$ cat config.mk
export PLATFORM = sky130hd
export DESIGN_NAME = repl_policy_unit
export DESIGN_NICKNAME = d
export VERILOG_FILES = /design/src/rtl/rpu_pkg.sv /design/src/rtl/rpu_plru_store.sv /design/src/rtl/rpu_rr_store.sv /design/src/rtl/rpu_lfsr.sv /design/src/rtl/repl_policy_unit.sv
export SDC_FILE = /design/constraint.sdc
export NUM_CORES = 1
export LEC_CHECK = 0
export ABC_AREA = 1
export BUFFER_PORTS_ARGS = -buffer_cell sky130_fd_sc_hd__buf_4
export CORE_ASPECT_RATIO = 1.5
export CORE_MARGIN = 2
export CORE_UTILIZATION = 50
export CTS_CLUSTER_DIAMETER = 40
export DETAILED_ROUTE_END_ITERATION = 12
export PLACE_DENSITY = 0.77
export SYNTH_ARGS = -nofsm -noshare
export SYNTH_HDL_FRONTEND = slang
export SYNTH_SLANG_ARGS = --single-unit
$ cat constraint.sdc
create_clock -name clk -period 1.7 [get_ports clk]
set_input_delay 0.085 -clock clk [delete_from_list [all_inputs] [get_ports clk]]
set_output_delay 0.085 -clock clk [all_outputs]
set_load 0.005 [all_outputs]
$ cat src/rtl/rpu_pkg.sv
`timescale 1ns/1ps
package rpu_pkg;

    localparam int WAYS   = 4;
    localparam int WAY_W  = 2;
    localparam int TREE_W = 3;

    typedef enum logic [1:0] {
        POL_PLRU = 2'd0,
        POL_FIFO = 2'd1,
        POL_RAND = 2'd2,
        POL_ALT  = 2'd3
    } policy_e;

    typedef enum logic [1:0] {
        EV_NONE = 2'd0,
        EV_HIT  = 2'd1,
        EV_FILL = 2'd2
    } event_e;

    // Follow the tree from its root: bit0 root, bit1 left pair, bit2 right pair.
    function automatic logic [WAY_W-1:0] tree_pick(input logic [TREE_W-1:0] t);
        logic [WAY_W-1:0] w;
        w[1] = t[0];
        w[0] = t[0] ? t[2] : t[1];
        return w;
    endfunction

    // Point the path bits away from the way just used.
    function automatic logic [TREE_W-1:0] tree_touch(input logic [TREE_W-1:0] t,
                                                     input logic [WAY_W-1:0]  w);
        logic [TREE_W-1:0] n;
        n    = t;
        n[0] = ~w[1];
        if (w[1]) n[2] = ~w[0];
        else      n[1] = ~w[0];
        return n;
    endfunction

    // Lowest-numbered way whose valid bit is clear (0 when none is clear).
    function automatic logic [WAY_W-1:0] first_free(input logic [WAYS-1:0] vld);
        logic [WAY_W-1:0] w;
        w = '0;
        for (int i = WAYS - 1; i >= 0; i--) begin
            if (!vld[i]) w = WAY_W'(i);
        end
        return w;
    endfunction

endpackage

$ cat src/rtl/rpu_plru_store.sv
`timescale 1ns/1ps
module rpu_plru_store
    import rpu_pkg::*;
#(
    parameter int NUM_SETS = 8,
    parameter int SET_W    = 3
) (
    input  logic                clk,
    input  logic                rst_n,
    input  logic                wr_en,
    input  logic [SET_W-1:0]    set_idx,
    input  logic [WAY_W-1:0]    wr_way,
    output logic [TREE_W-1:0]   rd_tree
);

    logic [TREE_W-1:0] tree_q [NUM_SETS];

    always_ff @(posedge clk or negedge rst_n) begin
        if (!rst_n) begin
            for (int s = 0; s < NUM_SETS; s++) tree_q[s] <= '0;
        end else if (wr_en) begin
            tree_q[set_idx] <= tree_touch(tree_q[set_idx], wr_way);
        end
    end

    assign rd_tree = tree_q[set_idx];

    // the way just touched is never the next tree victim of that set
    a_r3_touched_not_victim: assert property (@(posedge clk) disable iff (!rst_n)
        wr_en |=> tree_pick(tree_q[$past(set_idx)]) != $past(wr_way));

    generate
        for (genvar s = 0; s < NUM_SETS; s++) begin : g_hold
            // sets not addressed keep their tree bits
            a_r8_tree_isolated: assert property (@(posedge clk) disable iff (!rst_n)
                !(wr_en && set_idx == SET_W'(s)) |=> $stable(tree_q[s]));
        end
    endgenerate

endmodule

$ cat src/rtl/rpu_rr_store.sv
`timescale 1ns/1ps
module rpu_rr_store
    import rpu_pkg::*;
#(
    parameter int NUM_SETS = 8,
    parameter int SET_W    = 3
) (
    input  logic                clk,
    input  logic                rst_n,
    input  logic                adv_en,
    input  logic [SET_W-1:0]    set_idx,
    output logic [WAY_W-1:0]    rd_ptr
);

    logic [WAY_W-1:0] ptr_q [NUM_SETS];

    always_ff @(posedge clk or negedge rst_n) begin
        if (!rst_n) begin
            for (int s = 0; s < NUM_SETS; s++) ptr_q[s] <= '0;
        end else if (adv_en) begin
            ptr_q[set_idx] <= ptr_q[set_idx] + WAY_W'(1);
        end
    end

    assign rd_ptr = ptr_q[set_idx];

    // a fill moves the addressed pointer forward by exactly one
    a_r5_fill_steps_ptr: assert property (@(posedge clk) disable iff (!rst_n)
        adv_en |=> ptr_q[$past(set_idx)] == WAY_W'($past(ptr_q[set_idx]) + WAY_W'(1)));

    generate
        for (genvar s = 0; s < NUM_SETS; s++) begin : g_hold
            // without a fill to this set its pointer is unchanged
            a_r6_ptr_held: assert property (@(posedge clk) disable iff (!rst_n)
                !(adv_en && set_idx == SET_W'(s)) |=> $stable(ptr_q[s]));
        end
    endgenerate

endmodule

$ cat src/rtl/rpu_lfsr.sv
`timescale 1ns/1ps
module rpu_lfsr #(
    parameter int          LEN   = 16,
    parameter logic [15:0] SEED  = 16'hACE1,
    parameter logic [15:0] TAPS  = 16'hB400,
    parameter int          OUT_W = 2
) (
    input  logic             clk,
    input  logic             rst_n,
    output logic [OUT_W-1:0] rnd
);

    logic [LEN-1:0] state_q;

    always_ff @(posedge clk or negedge rst_n) begin
        if (!rst_n) state_q <= SEED[LEN-1:0];
        else        state_q <= {1'b0, state_q[LEN-1:1]} ^ (state_q[0] ? TAPS[LEN-1:0] : '0);
    end

    assign rnd = state_q[OUT_W-1:0];

    // the generator never locks up in the all-zero state
    a_r7_lfsr_nonzero: assert property (@(posedge clk) disable iff (!rst_n)
        state_q != '0);

    // it keeps running every cycle
    a_r7_lfsr_moves: assert property (@(posedge clk) disable iff (!rst_n)
        (state_q != '0) |=> state_q != $past(state_q));

endmodule

$ cat src/rtl/repl_policy_unit.sv
`timescale 1ns/1ps
module repl_policy_unit
    import rpu_pkg::*;
#(
    parameter int          NUM_SETS = 8,
    parameter logic [15:0] RND_SEED = 16'hACE1,
    localparam int         SET_W    = (NUM_SETS > 1) ? $clog2(NUM_SETS) : 1
) (
    input  logic              clk,
    input  logic              rst_n,
    input  logic              acc_valid,
    input  logic [SET_W-1:0]  acc_set,
    input  logic              acc_hit,
    input  logic [1:0]        hit_way,
    input  logic              fill_valid,
    input  logic [3:0]        way_valid,
    input  logic [1:0]        policy_sel,
    output logic [1:0]        victim_way
);

    event_e            ev;
    policy_e           pol;
    logic [WAY_W-1:0]  touch_way;
    logic [TREE_W-1:0] tree_rd;
    logic [WAY_W-1:0]  ptr_rd;
    logic [WAY_W-1:0]  rnd_rd;
    logic [WAY_W-1:0]  pol_pick;

    assign pol = policy_e'(policy_sel);

    // Event classification: a hit outranks a fill in the same cycle
    always_comb begin
        if (acc_valid && acc_hit) ev = EV_HIT;
        else if (fill_valid)      ev = EV_FILL;
        else                      ev = EV_NONE;
    end

    // Way that the update event refers to
    always_comb begin
        unique case (ev)
            EV_HIT:  touch_way = hit_way;
            EV_FILL: touch_way = victim_way;
            default: touch_way = '0;
        endcase
    end

    rpu_plru_store #(.NUM_SETS(NUM_SETS), .SET_W(SET_W)) u_plru (
        .clk     (clk),
        .rst_n   (rst_n),
        .wr_en   (ev != EV_NONE),
        .set_idx (acc_set),
        .wr_way  (touch_way),
        .rd_tree (tree_rd)
    );

    rpu_rr_store #(.NUM_SETS(NUM_SETS), .SET_W(SET_W)) u_rr (
        .clk     (clk),
        .rst_n   (rst_n),
        .adv_en  (ev == EV_FILL),
        .set_idx (acc_set),
        .rd_ptr  (ptr_rd)
    );

    rpu_lfsr #(.SEED(RND_SEED), .OUT_W(WAY_W)) u_lfsr (
        .clk   (clk),
        .rst_n (rst_n),
        .rnd   (rnd_rd)
    );

    // Output process: policy decision, overridden by a free way
    always_comb begin
        unique case (pol)
            POL_FIFO:           pol_pick = ptr_rd;
            POL_RAND:           pol_pick = rnd_rd;
            POL_PLRU, POL_ALT:  pol_pick = tree_pick(tree_rd);
        endcase
        victim_way = (&way_valid) ? pol_pick : first_free(way_valid);
    end

    // an empty way is always the one offered
    a_r2_free_way_first: assert property (@(posedge clk) disable iff (!rst_n)
        !(&way_valid) |-> !way_valid[victim_way]);

    // with hit and fill together the pointer of the set must not move
    a_r11_hit_wins: assert property (@(posedge clk) disable iff (!rst_n)
        (acc_valid && acc_hit && fill_valid && pol == POL_FIFO && (&way_valid))
        |=> ($past(acc_set) != acc_set) || ($past(victim_way) == victim_way)
            || ($past(policy_sel) != policy_sel) || !(&way_valid));

endmodule

==> results.yml <==
job:
  max-cap-violations: 0
setup_path:
  rr_worst_depth: 18
  reg2reg_from: "u_plru.tree_q[3]"
  cpMostUsedCell: "nand2_1"
  cpMaxStageDelayCell: "dfrtp_1"
  critPathMaxFanout: 8
  reg2reg_to: "u_plru.tree_q[14]"
  cpLargestDelayFamily: "simple AND/OR/NAND/NOR gates"
  end_kind: "flop"
  critPathArrivalTime_ns: 2.07
  crit_type: "flop to flop"
  regToRegSetupSlack_ns: -0.15
  path_cells: "nand4_1, nand2_1, buf_4, inv_2, nand2_1, nor2_1, nand2_1, nand2_1, nand2_1, nand2_1, nand2_1, nand2_2, buf_4, nand2_4, nand3_2, nand2_4, nand2_1, nand2_1"
  cpPeakStageDelay_ns: 0.43
  required_ns: 1.92
  critPathBufInv: 3
  start_kind: "flop"
sta:
  timing_hold_violations_final: 0
  clock_skew_ns: 0.006820
  setup_viol: 22
  period_minus_slack_ns: 1.852
  finalCritPeriodShare_pct: 108.9
  hold-worst-slack_ns: 0.2269
  fmax_mhz: 540.1
  worst_slack_ns: -0.1516
  slew_viol_final: 0
  worstMarginPinSlew_ns: 0.6704
  relSlewSlack_pct: 55.30
  rsz0062_at_grt: "yes"
drt:
  final_antenna_net_count: 0
  via_per_inst: 5.067
  drtIter0Drc: 167
  wire_per_inst_um: 13.82
  drt-total-wl_um: 6579
  vias: 2412
  firstDrtPassIters: 5
  remaining_drc_errors: 0
synth:
  synth_edf_count: 0
  yosysWarnings: 0
  yosys-top-cells-area: "dfrtp_1 (44%), nand2_1 (21%), dfstp_2 (7.6%)"
  synth_top_cell_by_area: "dfrtp_1"
  yosysSeqAreaShare_pct: 51.30
  avgSynthCellArea_um2: 7.772
  synthCells: 354
  synth_commonest_cells: "nand2_1 (152), dfrtp_1 (48), nor2_1 (34), inv_1 (27), o21ai_0 (23)"
  synth_cell_types: 21
  ys_seq_elements: 56
  synthMostInstantiatedCell: "nand2_1"
  async_flop_share_pct: 100.0
  synthDominantCellAreaShare_pct: 43.66
  syn_area_mm2: 0.002751
  synth_fp_nets: 372
  ys.flop_type: "dfrtp_1"
cells_and_area:
  final-seq-area_mm2: 0.001411
  areaGrowthSynthToFinish_pct: 21.28
  nNetsFinal: 423
  design_area_mm2: 0.003337
  fillCellCount: 457
  n_antenna_cell: 0
  drive_above_1_share_pct: 24.63
  multi_input_area_mm2: 0.001207
  final_cells: 476
clock_network:
  cts.sinks: 56
  cts_tree: "done"
  cts-root-buf: "clkbuf_8"
  cts_buffer_depth: 2
  cts-buffers-inserted: 5
  clk_latency_ns: 0.32
  cts.clk_slew.worst_paths_ns: 0.10
  h-tree-depth: 2
power:
  p_leak_uw: 0.001797
  ir_worst_vdd_uv: 518.6
  power_uw: 3347
  power_density_mw_per_mm2: 1003
global_routing:
  grt_first_pass_wirelength_um: 11230
  grt_pass1_vias: 2439
  grt_antenna_before_repair: 0
  grt_usage_pct: 23.81
  grt_max_degree: 57
  overflow: 0
hold_path:
  hold_class: "input port to flop"
  holdPathEnd: "u_plru.tree_q[21]"
  min_from: "hit_way[1]"
  whs_path_depth: 5
die:
  core-area_mm2: 0.005409
  die-width_um: 64.57
  die_area_mm2: 0.006124
  start_util_pct: 50.87
  ioPinCount: 18
  rows: 33
  die_h_um: 94.85
placed_design:
  io_buffers: 17
  dp_hpwl_um: 4828
  dp_cells: 465
  place_area_mm2: 0.003137
  gp_congestion: 0.9182
status:
  outcome: "finished with violations"
  violations: "setup timing"
-- placed cells by master, fill, tap and decap left out, drive strengths merged --
cell type,Yosys,final
o21ai,24,24
dfrtp,48,48
buf,9,52
xor2,4,4
inv,30,31
clkbuf,0,5
nor2,34,34
clkinv,0,2
nand3b,1,1
nand4,4,4
nor3,4,4
nand3,15,15
dlygate4sd3,0,1
dfstp,8,8
ha,2,2
a21oi,11,11
nand2,160,160
-- sequential cells by signal, indices dropped and copies added, names as in the netlist --
name            count
u_plru.tree_q      24
u_lfsr.state_q     16
u_rr.ptr_q         16
-- worst max-delay path by stage --
| stage | start | end | slack, ns | depth (start not counted) |
|---|---|---|---|---|
| after floorplan | u_plru.tree_q[9] | u_plru.tree_q[14] | 0.14 | 17 |
| after global placement | u_plru.tree_q[6] | u_plru.tree_q[4] | -0.12 | 17 |
| after detailed placement | u_plru.tree_q[6] | u_plru.tree_q[16] | -0.16 | 17 |
| after CTS | u_plru.tree_q[9] | victim_way[0] | -0.09 | 14 |
| after global routing | u_plru.tree_q[9] | u_plru.tree_q[19] | -0.26 | 17 |
| final | u_plru.tree_q[3] | u_plru.tree_q[14] | -0.15 | 18 |
-- power breakdown --
part / switching, µW / total (µW) / internal (µW)
combinational: 483 / 844 / 361
sequential: 159 / 1740 / 1580
clock: 462 / 759 / 297
-- metrics by stage --
| stage | util [%] | TNS, ns | setup slack [ns] |
|---|---|---|---|
| detailed placement | 57.99 | -2.506 | -0.1636 |
| floorplan | - | 0 | 0.1391 |
| finish | 61.69 | -2.440 | -0.1516 |
| CTS | 60.91 | -1.180 | -0.08813 |
| global route | 61.69 | -5.306 | -0.2606 |
| global placement | 57.99 | -1.414 | -0.1165 |
-- logic make-up after synthesis --
kind of cell | count (synthesis) | share of synthesized area [%]
buf+inv | 39 | 7.458
simple gates | 218 | 32.56
fa+ha+maj | 2 | 0.9094
compound gates | 35 | 6.503
flops | 56 | 51.30
xor+xnor | 4 | 1.273
-- metal layers --
| metal | vias up | GRT usage [%] | routed length, µm |
|---|---|---|---|
| met3 | 17 | 2.741 | 233 |
| met2 | 66 | 43.92 | 3555 |
| li1 | 1192 | - | - |
| met1 | 1137 | 27.07 | 2583 |
| met4 | 0 | 11.35 | 206 |
| met5 | - | 0 | 0 |
-- timing repair --
item,4_1_cts,5_1_grt
gates cloned,0,0
endpoints found under the hold margin,48,0
hold buffers,1,0
gates resized for setup,13,16
setup endpoints to repair,26,26
buffers inserted,2,0
pin swaps,9,6
-- final cells by class --
class | count | area share (%)
Clock buffer | 5 | 2.062
Timing Repair Buffer | 53 | 12.71
Sequential cell | 56 | 42.29
Tap cell | 70 | 2.625
Clock inverter | 3 | 0.6749
Inverter | 30 | 3.450
Multi-Input combinational cell | 259 | 36.18
-- worst register-to-register path, delay by kind of cell, from the launching register on --
| family | cells | cell delay, ns |
|---|---|---|
| simple gates | 15 | 1.06 |
| flops | 1 | 0.43 |
| buf+inv | 3 | 0.30 |
Power figures use the tool's default switching activity.
